## config.mk

```make
export PLATFORM = sky130hd
export DESIGN_NAME = cnf3_eval
export DESIGN_NICKNAME = d
export VERILOG_FILES = /design/src/rtl/cnf3_pkg.sv /design/src/rtl/cnf3_literal_stage.sv /design/src/rtl/cnf3_clause_eval.sv /design/src/rtl/cnf3_formula_join.sv /design/src/rtl/cnf3_dontcare.sv /design/src/rtl/cnf3_eval.sv
export SDC_FILE = /design/constraint.sdc
export NUM_CORES = 1
export LEC_CHECK = 0
export BUFFER_PORTS_ARGS = -buffer_cell sky130_fd_sc_hd__buf_2
export CORE_ASPECT_RATIO = 0.8
export CORE_MARGIN = 3
export CORE_UTILIZATION = 53
export DETAILED_ROUTE_END_ITERATION = 8
export GPL_ROUTABILITY_DRIVEN = 0
export PLACE_DENSITY = 0.87
export SLEW_MARGIN = 20
export SYNTH_ARGS = -nofsm -noshare
export SYNTH_HDL_FRONTEND = slang
export SYNTH_HIERARCHICAL = 1
export SYNTH_SLANG_ARGS = --single-unit
export TNS_END_PERCENT = 100
```

## constraint.sdc

```tcl
create_clock -name vclk -period 1.85
set_clock_uncertainty 0.05 [all_clocks]
set_input_delay 0.2775 -clock vclk [all_inputs]
set_output_delay 0.2775 -clock vclk [all_outputs]
set_load 0.05 [all_outputs]
```

## src/rtl/cnf3_pkg.sv

```systemverilog
// Package: shared three-valued type and helpers for the CNF evaluator.
// Assumes the encoding 00 false, 01 true, 1x unassigned.
package cnf3_pkg;
    typedef logic [1:0] tv_t;

    localparam tv_t TV_F = 2'b00;
    localparam tv_t TV_T = 2'b01;
    localparam tv_t TV_U = 2'b10;

    // Fold the spare code 2'b11 onto the canonical unassigned code.
    function automatic tv_t tv_norm(input tv_t a);
        return a[1] ? TV_U : a;
    endfunction

    // Three-valued negation: false and true swap, unassigned stays.
    function automatic tv_t tv_not(input tv_t a);
        tv_t n;
        n = tv_norm(a);
        case (n)
            TV_F:    return TV_T;
            TV_T:    return TV_F;
            default: return TV_U;
        endcase
    endfunction
endpackage

```

## src/rtl/cnf3_literal_stage.sv

```systemverilog
// Module: per-variable literal status for one clause.
// For every variable it reports whether the clause holds a true literal of it,
// and whether the clause holds an unassigned literal of it.
// Assumes the masks are constant; absent literals contribute nothing.
module cnf3_literal_stage
    import cnf3_pkg::*;
#(
    parameter int NUM_VARS = 6,
    parameter logic [NUM_VARS-1:0] POS = '0,
    parameter logic [NUM_VARS-1:0] NEG = '0
) (
    input  logic [2*NUM_VARS-1:0] assign_i,
    output logic [NUM_VARS-1:0]   lit_true_o,
    output logic [NUM_VARS-1:0]   lit_open_o
);
    for (genvar v = 0; v < NUM_VARS; v++) begin : g_var
        tv_t val;
        tv_t pos_lit;
        tv_t neg_lit;

        // Normalise the variable and form its two literal values.
        always_comb begin
            val     = tv_norm(assign_i[2*v +: 2]);
            pos_lit = val;
            neg_lit = tv_not(val);
        end

        // Combine the literals present in this clause.
        always_comb begin
            lit_true_o[v] = (POS[v] && pos_lit == TV_T) || (NEG[v] && neg_lit == TV_T);
            lit_open_o[v] = (POS[v] && pos_lit == TV_U) || (NEG[v] && neg_lit == TV_U);
        end
    end
endmodule

```

## src/rtl/cnf3_clause_eval.sv

```systemverilog
// Module: three-valued OR of one clause, plus the per-variable
// "true without this variable" signals that the don't-care logic shares.
// Assumes the masks are constant; an empty clause evaluates to false.
module cnf3_clause_eval
    import cnf3_pkg::*;
#(
    parameter int NUM_VARS = 6,
    parameter logic [NUM_VARS-1:0] POS = '0,
    parameter logic [NUM_VARS-1:0] NEG = '0
) (
    input  logic [2*NUM_VARS-1:0] assign_i,
    output tv_t                   clause_o,
    output logic [NUM_VARS-1:0]   excl_true_o
);
    logic [NUM_VARS-1:0] lit_true;
    logic [NUM_VARS-1:0] lit_open;

    cnf3_literal_stage #(
        .NUM_VARS (NUM_VARS),
        .POS      (POS),
        .NEG      (NEG)
    ) u_lits (
        .assign_i   (assign_i),
        .lit_true_o (lit_true),
        .lit_open_o (lit_open)
    );

    // Clause verdict: any true literal wins, then any open literal.
    always_comb begin
        if (|lit_true)      clause_o = TV_T;
        else if (|lit_open) clause_o = TV_U;
        else                clause_o = TV_F;
    end

    for (genvar i = 0; i < NUM_VARS; i++) begin : g_excl
        localparam logic [NUM_VARS-1:0] KEEP = ~(NUM_VARS'(1) << i);
        // True literal present among the other variables only.
        always_comb excl_true_o[i] = |(lit_true & KEEP);
    end
endmodule

```

## src/rtl/cnf3_formula_join.sv

```systemverilog
// Module: three-valued AND of all clause verdicts.
// Assumes clause inputs are canonical (never 2'b11); output is canonical too.
module cnf3_formula_join
    import cnf3_pkg::*;
#(
    parameter int NUM_CLAUSES = 5
) (
    input  tv_t [NUM_CLAUSES-1:0] clause_i,
    output tv_t                   formula_o
);
    logic any_false;
    logic all_true;

    // Scan the clauses for a false one and for a non-true one.
    always_comb begin
        any_false = 1'b0;
        all_true  = 1'b1;
        for (int c = 0; c < NUM_CLAUSES; c++) begin
            if (clause_i[c] == TV_F) any_false = 1'b1;
            if (clause_i[c] != TV_T) all_true  = 1'b0;
        end
    end

    // False dominates, then a fully true set, else open.
    always_comb begin
        if (any_false)     formula_o = TV_F;
        else if (all_true) formula_o = TV_T;
        else               formula_o = TV_U;
    end
endmodule

```

## src/rtl/cnf3_dontcare.sv

```systemverilog
// Module: two-valued don't-care flag per variable.
// A variable is flagged when every clause holding it positively is true
// through another variable. Assumes the positive mask is constant.
module cnf3_dontcare #(
    parameter int NUM_VARS    = 6,
    parameter int NUM_CLAUSES = 5,
    parameter logic [NUM_CLAUSES*NUM_VARS-1:0] POS_MASK = '0
) (
    input  logic [NUM_CLAUSES-1:0][NUM_VARS-1:0] excl_true_i,
    output logic [NUM_VARS-1:0]                  dont_care_o
);
    for (genvar i = 0; i < NUM_VARS; i++) begin : g_var
        // Every clause that needs variable i positively must already be covered.
        always_comb begin
            dont_care_o[i] = 1'b1;
            for (int c = 0; c < NUM_CLAUSES; c++) begin
                if (POS_MASK[c*NUM_VARS + i] && !excl_true_i[c][i])
                    dont_care_o[i] = 1'b0;
            end
        end
    end
endmodule

```

## src/rtl/cnf3_eval.sv

```systemverilog
// Module: top of the three-valued CNF evaluator.
// One clause evaluator per clause feeds the formula join and the don't-care
// logic. Purely combinational. Clause c uses mask bits [c*NUM_VARS +: NUM_VARS].
module cnf3_eval
    import cnf3_pkg::*;
#(
    parameter int NUM_VARS    = 6,
    parameter int NUM_CLAUSES = 5,
    parameter logic [NUM_CLAUSES*NUM_VARS-1:0] POS_MASK =
        30'b000010_011000_001000_000100_000011,
    parameter logic [NUM_CLAUSES*NUM_VARS-1:0] NEG_MASK =
        30'b010000_100000_000100_000011_000000
) (
    input  logic [2*NUM_VARS-1:0] assign_i,
    output logic [1:0]            formula_o,
    output logic [NUM_VARS-1:0]   dont_care_o
);
    tv_t  [NUM_CLAUSES-1:0]               clause_val;
    logic [NUM_CLAUSES-1:0][NUM_VARS-1:0] excl_true;

    for (genvar c = 0; c < NUM_CLAUSES; c++) begin : g_clause
        cnf3_clause_eval #(
            .NUM_VARS (NUM_VARS),
            .POS      (POS_MASK[c*NUM_VARS +: NUM_VARS]),
            .NEG      (NEG_MASK[c*NUM_VARS +: NUM_VARS])
        ) u_clause (
            .assign_i    (assign_i),
            .clause_o    (clause_val[c]),
            .excl_true_o (excl_true[c])
        );
    end

    cnf3_formula_join #(
        .NUM_CLAUSES (NUM_CLAUSES)
    ) u_join (
        .clause_i  (clause_val),
        .formula_o (formula_o)
    );

    cnf3_dontcare #(
        .NUM_VARS    (NUM_VARS),
        .NUM_CLAUSES (NUM_CLAUSES),
        .POS_MASK    (POS_MASK)
    ) u_dc (
        .excl_true_i (excl_true),
        .dont_care_o (dont_care_o)
    );
endmodule

```

==> Word-level counts from Yosys, hierarchy flattened <==
Cells that the tools add are included.
{ "word_totals": {"word_cells": 98, "memories": 0, "latch_bits": 0, "register_bits": 0, "output_inout_bits": 8, "ramBits": 0, "rom_bits": 0, "input_bits": 12} }
{ "classes": {"magnitude_cmp": 0, "multipliers": 0, "n_eq_ne": 30, "muxes": 45, "add_sub_neg": 0, "reduce_logical": 23, "bitwise": 0, "div": 0, "n_shift": 0} }
{ "ops": {"columns": ["operator", "count"], "rows": [
  ["2-to-1 mux 2 bit", 23],
  ["equality test 2 x 1 -> 1 bit (second input constant)", 15],
  ["equality test 2 bit (second input constant)", 10],
  ["zero test 2 bit", 10],
  ["case mux 2 bit (2 select lines)", 5],
  ["OR reduction 2 bit", 9],
  ["2-to-1 mux 1 bit", 17],
  ["OR reduction 3 bit", 4],
  ["inequality test 2 x 1 -> 1 bit (second input constant)", 5]
]} }

==> Depth between registers and ports, before layout <==
{ "logic_depth": {"ltp_word": 15, "ltp_mapped": 6, "ltp_nobuf": 6} }

==> Modules after synthesis <==
Netlist, hierarchy kept.
{ "modules_own_cells": {"columns": ["module", "area_per_inst_um2", "n_inst", "cells_each"], "rows": [
  ["cnf3_clause_eval", 82.6, 5, 13],
  ["cnf3_literal_stage at g_clause[2].u_clause.u_lits ...", 81.3, 2, 13],
  ["cnf3_literal_stage at g_clause[0].u_clause.u_lits", 83.8, 1, 13],
  ["cnf3_literal_stage at g_clause[3].u_clause.u_lits", 76.3, 1, 13],
  ["cnf3_literal_stage at g_clause[1].u_clause.u_lits", 73.8, 1, 13],
  ["cnf3_formula_join", 70.1, 1, 9],
  ["cnf3_dontcare", 46.3, 1, 7]
]} }

==> Worst setup path after synthesis <==
Ideal clock, no wire load.
{ "synth_path": {"path_kind": "input port to output port", "from": "input assign_i[3]", "to": "output formula_o[0]", "n_path_buf": 1, "stages": 6, "t_arrival_ns": 2.129, "required_ns": 1.522, "slack_ns": -0.606, "path_cell_list": "clkbuf_1 > or4_1 > o311a_1 > and4bb_1 > nand2_1 > nor3b_2"} }
{ "synth_lines": {"columns": ["item", "line_no", "source"], "rows": [
  ["start: declaration", "cnf3_eval.sv:14", "input logic [2*NUM_VARS-1:0] assign_i,"],
  ["end: declaration", "cnf3_eval.sv:15", "output logic [1:0] formula_o,"]
]} }

==> results.md <==
* Mean Syn Cell Area at 6.319 um2
* Failing checks: setup timing
* PortBufs at 19
* Largest net degree at the start of global routing at 5
* Post-Synthesis Cell Area at 752.0 um2
* DR vias/cell at 4.449
* Final wirelength at 1519 um
* Buf/Inv on CP at 2
* RSZ-0062 raised after global routing: yes
* Total congestion overflow at 0
* TritonRoute pass-1 iters at 4
* P_leak at 0.0003631 uW
* Num sequential at 0
* Startpoint types: input port
* Crit path DAT at 1960 ps
* Multi-input logic area at 560.5 um2
* Max incr delay on CP at 460 ps
* Post-CTS Hold Buffers at 0
* Final cycle utilization of the critical path at 1.237
* Post-route ant nets at 0
* Max-slew violation count at 0
* Max cap viols at 0
* Crit-path slowest cell: nor4_2
* Register Area at 0 um2
* CP Max Fanout at 3
* Top-Level Pins at 20
* Die Ht at 39.69 um
* Hold WC Path Type: input port to output pin
* Die ar. at 1910 um2
* CORE AREA at 1252 um2
* # fillers at 113
* Final HPWL DP at 1173 um
* GRT Total Usage at 0.1693
* Top cell family by delay on the critical path: simple AND/OR/NAND/NOR gates
* PD cells at 236.1 nW/um2
* Crit path setup slack, layout at -438.0 ps
* Min-delay src: assign_i[0]
* Routed via count at 654
* PnR Total Power at 186.7 uW
* Max VDD drop at 0.1209 mV
* Most frequent cells in the layout: 37 x conb_1, 15 x buf_2, 11 x nor2_1, 11 x buf_4, 10 x nor4_1
* CP Cell Sequence: buf_2 -> nor2b_1 -> nor4_2 -> o311a_4 -> nor2_1 -> nor3_1 -> o21a_4 -> buf_8
* Clock buffers at 0
* ANT cells at 0
* Fin Setup TNS at -868.0 ps
* First-pass GRT wire length at 2346 um
* Routed len/inst at 10.33 um
* Drt drc at 0
* Vias in the first global route at 617
* Hold path endpoint: dont_care_o[2]
* Worst Path Required at 1520 ps
* Pre-CTS WS at -540.7 ps
* Tmin final at 2288 ps
* Max Freq at 437.1 MHz
* Post-Syn Instances at 119
* Die width at 48.12 um
* Initial antenna violation count at 0
* Row Count at 11
* Final hold vios at 0
* Endpoints failing setup at 2
* Status: finished, violations left
* Area growth from synthesis to layout at 5.158%
* Synth warnings at 6
* Total Nets Final at 142
* First DRT Iteration DRCs at 10
* Fraction of layout cells with a size suffix above 1 at 0.2813
* Critical path class: input port to output pin
* Most common cell after layout, fill and taps aside: conb_1
* Worst setup EP type: output pin
* Hold Path Stages at 4
* Initial Utilization at 0.6004
routing by layer:
layer | global-route usage | routed length, um
met3 | 0.01376 | 51
met2 | 0.3224 | 732
met5 | 0 | 0
met1 | 0.1922 | 665
met4 | 0.05369 | 70
layout make-up:
type,count,area share
timing repair buffer,30,0.2611
tap,19,0.03006
multi-input combinational,98,0.7089
power by group:
group	total, uW	switching, uW	internal, uW
Clock	0	0	0
Combinational	187	111	76.1
Sequential	0	0	0
Total	187	111	76.1
through the flow:
step | utilization | hold slack, ps | std cells | cell area (um2)
floorplan | - | 832.5 | 150 | 875.8
global placement | 0.5844 | 958.9 | 147 | 732.0
detailed placement | 0.5844 | 967.9 | 147 | 732.0
CTS | 0.6044 | 968.6 | 147 | 757.0
global route | 0.6314 | 1003 | 147 | 790.8
finish | 0.6314 | 970.8 | 147 | 790.8
worst max path at each step:
stage	cells past startpoint	to	from	slack, ps
2_1_floorplan	6	formula_o[0]	assign_i[3]	-450
3_3_place_gp	7	formula_o[0]	assign_i[3]	-510
3_5_place_dp	7	formula_o[0]	assign_i[3]	-540
4_1_cts	7	formula_o[0]	assign_i[1]	-440
5_1_grt	8	formula_o[1]	assign_i[0]	-480
6_report	8	formula_o[1]	assign_i[0]	-440
what timing repair did:
item                                    CTS  global route
pin swaps                                 7             4
endpoints found under the setup margin    2             2
gates cloned                              0             0
buffers inserted                          0             0
resized for setup                         7             5
Power figures use the tool's default switching activity.
